**src/rtl/delayed_cmp_pkg.sv**
```systemverilog
package delayed_cmp_pkg;
  typedef enum logic [1:0] {
    DC_PLAIN  = 2'd0,
    DC_CAP    = 2'd1,
    DC_CAP_T1 = 2'd2,
    DC_CAP_T3 = 2'd3
  } dc_mode_e;
endpackage

```
**src/rtl/dc_mode_reg.sv**
```systemverilog
module dc_mode_reg
  import delayed_cmp_pkg::*;
(
  input  logic       clk,
  input  logic       rst,
  input  logic       cnt_en,
  input  logic [1:0] mode_in,
  output dc_mode_e   mode_q
);
  always_ff @(posedge clk) begin
    if (rst)
      mode_q <= DC_PLAIN;
    else if (!cnt_en)
      mode_q <= dc_mode_e'(mode_in);
  end
endmodule

```
**src/rtl/dc_arm_ctrl.sv**
```systemverilog
module dc_arm_ctrl
  import delayed_cmp_pkg::*;
#(
  parameter int W = 8
) (
  input  logic         clk,
  input  logic         rst,
  input  logic         cnt_en,
  input  dc_mode_e     mode,
  input  logic         period_start,
  input  logic         fire,
  input  logic [W-1:0] cmp2_val,
  input  logic         cap_stb,
  input  logic [W-1:0] cap_val,
  input  logic         cmp1_stb,
  input  logic [W-1:0] cmp1_val,
  input  logic         cmp3_stb,
  input  logic [W-1:0] cmp3_val,
  output logic [W-1:0] thr,
  output logic         armed
);
  logic         tmo_hit;
  logic [W-1:0] tmo_val;
  logic         trig;
  logic [W-1:0] base;
  logic         arm_q;
  logic [W-1:0] thr_q;

  // timeout source picked by mode
  always_comb begin
    tmo_hit = 1'b0;
    tmo_val = cmp1_val;
    unique case (mode)
      DC_CAP_T1: begin tmo_hit = cmp1_stb; tmo_val = cmp1_val; end
      DC_CAP_T3: begin tmo_hit = cmp3_stb; tmo_val = cmp3_val; end
      default:   begin tmo_hit = 1'b0;     tmo_val = cmp1_val; end
    endcase
    trig = cap_stb | tmo_hit;
    base = cap_stb ? cap_val : tmo_val;  // capture wins
  end

  always_ff @(posedge clk) begin
    if (rst) begin
      arm_q <= 1'b0;
      thr_q <= '0;
    end else if (!cnt_en || mode == DC_PLAIN) begin
      arm_q <= 1'b0;
    end else if (trig) begin
      arm_q <= 1'b1;
      thr_q <= base + cmp2_val;
    end else if (period_start || fire) begin
      arm_q <= 1'b0;
    end
  end

  assign armed = (mode == DC_PLAIN) | arm_q;
  assign thr   = (mode == DC_PLAIN) ? cmp2_val : thr_q;
endmodule

```
**src/rtl/dc_match.sv**
```systemverilog
module dc_match #(
  parameter int W = 8
) (
  input  logic         clk,
  input  logic         rst,
  input  logic         cnt_en,
  input  logic         armed,
  input  logic [W-1:0] cnt_val,
  input  logic [W-1:0] thr,
  output logic         fire,
  output logic         match_q
);
  assign fire = cnt_en & armed & (cnt_val == thr);

  always_ff @(posedge clk) begin
    if (rst) match_q <= 1'b0;
    else     match_q <= fire;
  end
endmodule

```
**src/rtl/delayed_cmp_unit.sv**
```systemverilog
module delayed_cmp_unit
  import delayed_cmp_pkg::*;
#(
  parameter int W = 8
) (
  input  logic         clk,
  input  logic         rst,
  input  logic         cnt_en,
  input  logic [W-1:0] cnt_val,
  input  logic         period_start,
  input  logic [1:0]   mode_in,
  input  logic [W-1:0] cmp2_val,
  input  logic         cap_stb,
  input  logic [W-1:0] cap_val,
  input  logic         cmp1_stb,
  input  logic [W-1:0] cmp1_val,
  input  logic         cmp3_stb,
  input  logic [W-1:0] cmp3_val,
  output logic [W-1:0] thr_out,
  output logic         armed,
  output logic         match_pulse
);
  dc_mode_e mode_q;
  logic     fire;

  dc_mode_reg i_mode (
    .clk(clk), .rst(rst), .cnt_en(cnt_en), .mode_in(mode_in), .mode_q(mode_q)
  );

  dc_arm_ctrl #(.W(W)) i_arm (
    .clk(clk), .rst(rst), .cnt_en(cnt_en), .mode(mode_q),
    .period_start(period_start), .fire(fire), .cmp2_val(cmp2_val),
    .cap_stb(cap_stb), .cap_val(cap_val),
    .cmp1_stb(cmp1_stb), .cmp1_val(cmp1_val),
    .cmp3_stb(cmp3_stb), .cmp3_val(cmp3_val),
    .thr(thr_out), .armed(armed)
  );

  dc_match #(.W(W)) i_match (
    .clk(clk), .rst(rst), .cnt_en(cnt_en), .armed(armed),
    .cnt_val(cnt_val), .thr(thr_out), .fire(fire), .match_q(match_pulse)
  );
endmodule

```
**config.mk**
```make
export PLATFORM = sky130hd
export DESIGN_NAME = delayed_cmp_unit
export DESIGN_NICKNAME = d
export VERILOG_FILES = /design/src/rtl/delayed_cmp_pkg.sv /design/src/rtl/dc_mode_reg.sv /design/src/rtl/dc_arm_ctrl.sv /design/src/rtl/dc_match.sv /design/src/rtl/delayed_cmp_unit.sv
export SDC_FILE = /design/constraint.sdc
export NUM_CORES = 1
export LEC_CHECK = 0
export BUFFER_PORTS_ARGS = -buffer_cell sky130_fd_sc_hd__buf_4
export CORE_UTILIZATION = 48
export DETAILED_ROUTE_END_ITERATION = 16
export GPL_ROUTABILITY_DRIVEN = 0
export PLACE_DENSITY_LB_ADDON = 0.05
export SYNTH_ARGS = -nofsm -noshare
export SYNTH_HDL_FRONTEND = slang
export SYNTH_HIERARCHICAL = 1
export SYNTH_SLANG_ARGS = --single-unit
```
**constraint.sdc**
```tcl
create_clock -name clk -period 4.3 [get_ports clk]
set_input_delay 1.29 -clock clk [delete_from_list [all_inputs] [get_ports clk]]
set_output_delay 1.29 -clock clk [all_outputs]
set_load 0.01 [all_outputs]
```
==> metrics.yaml <==
run_status:
  status: "finished, final reports clean"
finish:
  stdcell_area_um2: 1600
  syn2layout_area_growth_pct: 43.9
  fin_nets: 246
  finalCoreUtilization_pct: 73.2
  drive_gt1_share_pct: 40.4
  antenna_cells: 0
routing:
  drtPass1Iterations: 4
  wl_um: 2760
  antenna_left: 0
  drc: 0
  vias_per_cell: 5.33
  wl_per_cell_um: 12.8
  drt_iter0_drc: 13
  via_count: 1152
yosys:
  synth_edf_count: 0
  synth_area_leaders: "dfxtp_1 22%, mux2i_1 12%, ha_1 7.9%"
  syn-cell-area_um2: 1110
  yosys.area.top_type_share_pct: 21.6
  synthFlopType: "dfxtp_1"
  synth_common_cells: "13 x mux2i_1, 12 x dfxtp_1, 12 x nand2_1, 11 x o21ai_0, 10 x nor2_1"
  syn-num-nets: 187
  synth.most_common_cell: "mux2i_1"
  seq_area_frac_synth_pct: 21.6
  synth-warning-count: 6
  async_flop_share_pct: 0
  syn-mean-instance-area_um2: 8.57
  synth_area_leader_cell: "dfxtp_1"
  synth_cell_type_count: 38
  ys_seq_elements: 12
  synth_cells: 130
setup_path:
  cpPeakStageDelay_ns: 0.63
  cp.arrival_ns: 1.90
  crit_chain: "nor2_1, mux2_2, buf_4"
  crit_type: "register to output port"
  startpoint_type: "register"
  crit_path_top_delay_cell: "nor2_1"
  endpoint_kind: "output port"
  critPathRequiredTime_ns: 3.01
  cp_top_family: "simple AND/OR/NAND/NOR gates"
  critPathMaxFanout: 10
  critPathBufInv: 1
clocking:
  cts_sinks: 12
  cts_buffers: 3
  post_cts_resized: 0
  clock-root-buffer: "clkbuf_4"
  clock_path_buffers: 2
  htree_levels: 1
  insertion_delay_ns: 0.28
  cts_tree: "yes"
  hold_buffers: 0
  post_cts_buffers: 0
  clk_pin_slew_ns: 0.08
placed_design:
  placed_area_um2: 1570
  io_buffers: 58
  place_hpwl_um: 2310
  dp_slack_ns: 0.990
power_and_ir_drop:
  cellPowerDensity_nw_per_um2: 232
  ir_drop_mv: 0.240
  leakage_uw: 0.000783
run:
  drv_cap: 0
sta:
  rsz0062_at_grt: "no"
  max_freq_ghz: 0.314
  fin_tns_setup_ns: 0
  holdWs_ns: 0.493
  maxSlewViolCount: 0
  max-slew-margin-rel_pct: 48.1
  finClkSkew_ns: 0.00689
  worstMarginPinSlew_ns: 0.776
  period_share_pct: 74.1
  period_needed_ns: 3.19
  layout_setup_ws_ns: 1.11
  setup_violations: 0
  hold_viol: 0
floorplanning:
  coreArea_um2: 2190
  die_area_um2: 2520
  rows: 17
  die_h_um: 50.2
  initial_core_util_pct: 50.8
  num_io_pins: 59
  die_w_um: 50.2
global_routing:
  grt_max_degree: 20
  first_global_vias: 1068
  grt_pass1_wl_um: 4640
  antenna_found_initial: 0
  globalRouteOverflowTotal: 0
  grt_use_total_pct: 24.2
worst_hold_path:
  hold_path_class: "register to register"
state kept, by name, summed over array words and instances, names as in the netlist:
name             cells
i_arm/thr_q          8
i_mode/mode_q        2
i_arm/arm_q          1
i_match/match_q      1
cell families after synthesis:
kind of cell,synth area share [%]
simple gates,17.3
compound gates,19.4
xor+xnor,11.0
buf+inv,2.25
mux,18.8
flops,21.6
fa+ha+maj,9.66
final timing paths:
kind / slack (ns) / startpoint / end / cells past startpoint
hold / removal: 0.49 / i_arm/thr_q[5] / i_arm/thr_q[5] / 2
setup reg to reg: 1.21 / i_mode/mode_q[1] / i_arm/arm_q / 9
setup / recovery: 1.11 / i_mode/mode_q[1] / thr_out[4] / 3
hold reg to reg: 0.49 / i_arm/thr_q[5] / i_arm/thr_q[5] / 2
per-layer routing:
metal	routed length (µm)	global-route usage [%]	share of wire, %
met2	1250	40.2	45
met4	19	7.14	0.69
met5	0	0	0
met3	214	4.24	7.8
met1	1280	31.7	46
through the flow:
step	power (µW)	cells
after global routing	398	216
after CTS	375	216
after global placement	279	212
final	372	216
after floorplan	217	130
after detailed placement	282	212
power breakdown:
group	switching, µW	total (µW)	internal (µW)
combinational	72.3	159	86.7
sequential	3.91	121	117
clock	40.9	92.5	51.5
total	117	372	255
cell usage in the layout, fill, tap and decap left out, types with 2 or more instances in the layout:
cell	count
buf_4	58
mux2i_1	13
nand2_1	12
dfxtp_1	12
o21ai_0	11
nor2_1	10
xnor2_1	8
mux2_2	7
ha_1	7
xor2_1	6
a21oi_1	4
a21o_1	4
clkbuf_4	3
a211oi_1	3
nand2b_1	3
inv_1	2
o21ai_1	2
nand3_1	2
area by class of cell:
| type | instances | area [µm²] |
|---|---|---|
| Multi-Input combinational cell | 112 | 848 |
| Fill cell | 170 | 588 |
| Timing Repair Buffer | 58 | 435 |
| Sequential cell | 12 | 240 |
| Clock buffer | 4 | 36.3 |
| Tap cell | 28 | 35.0 |
| Inverter | 2 | 7.51 |
worst min-delay path: cells and delay by family, from the launching register on:
family,cells,cell delay (ns)
flip-flops,1,0.32
AO/OA/AOI/OAI,1,0.07
AND/OR/NAND/NOR,1,0.06
(Power assumes the default switching activity.)
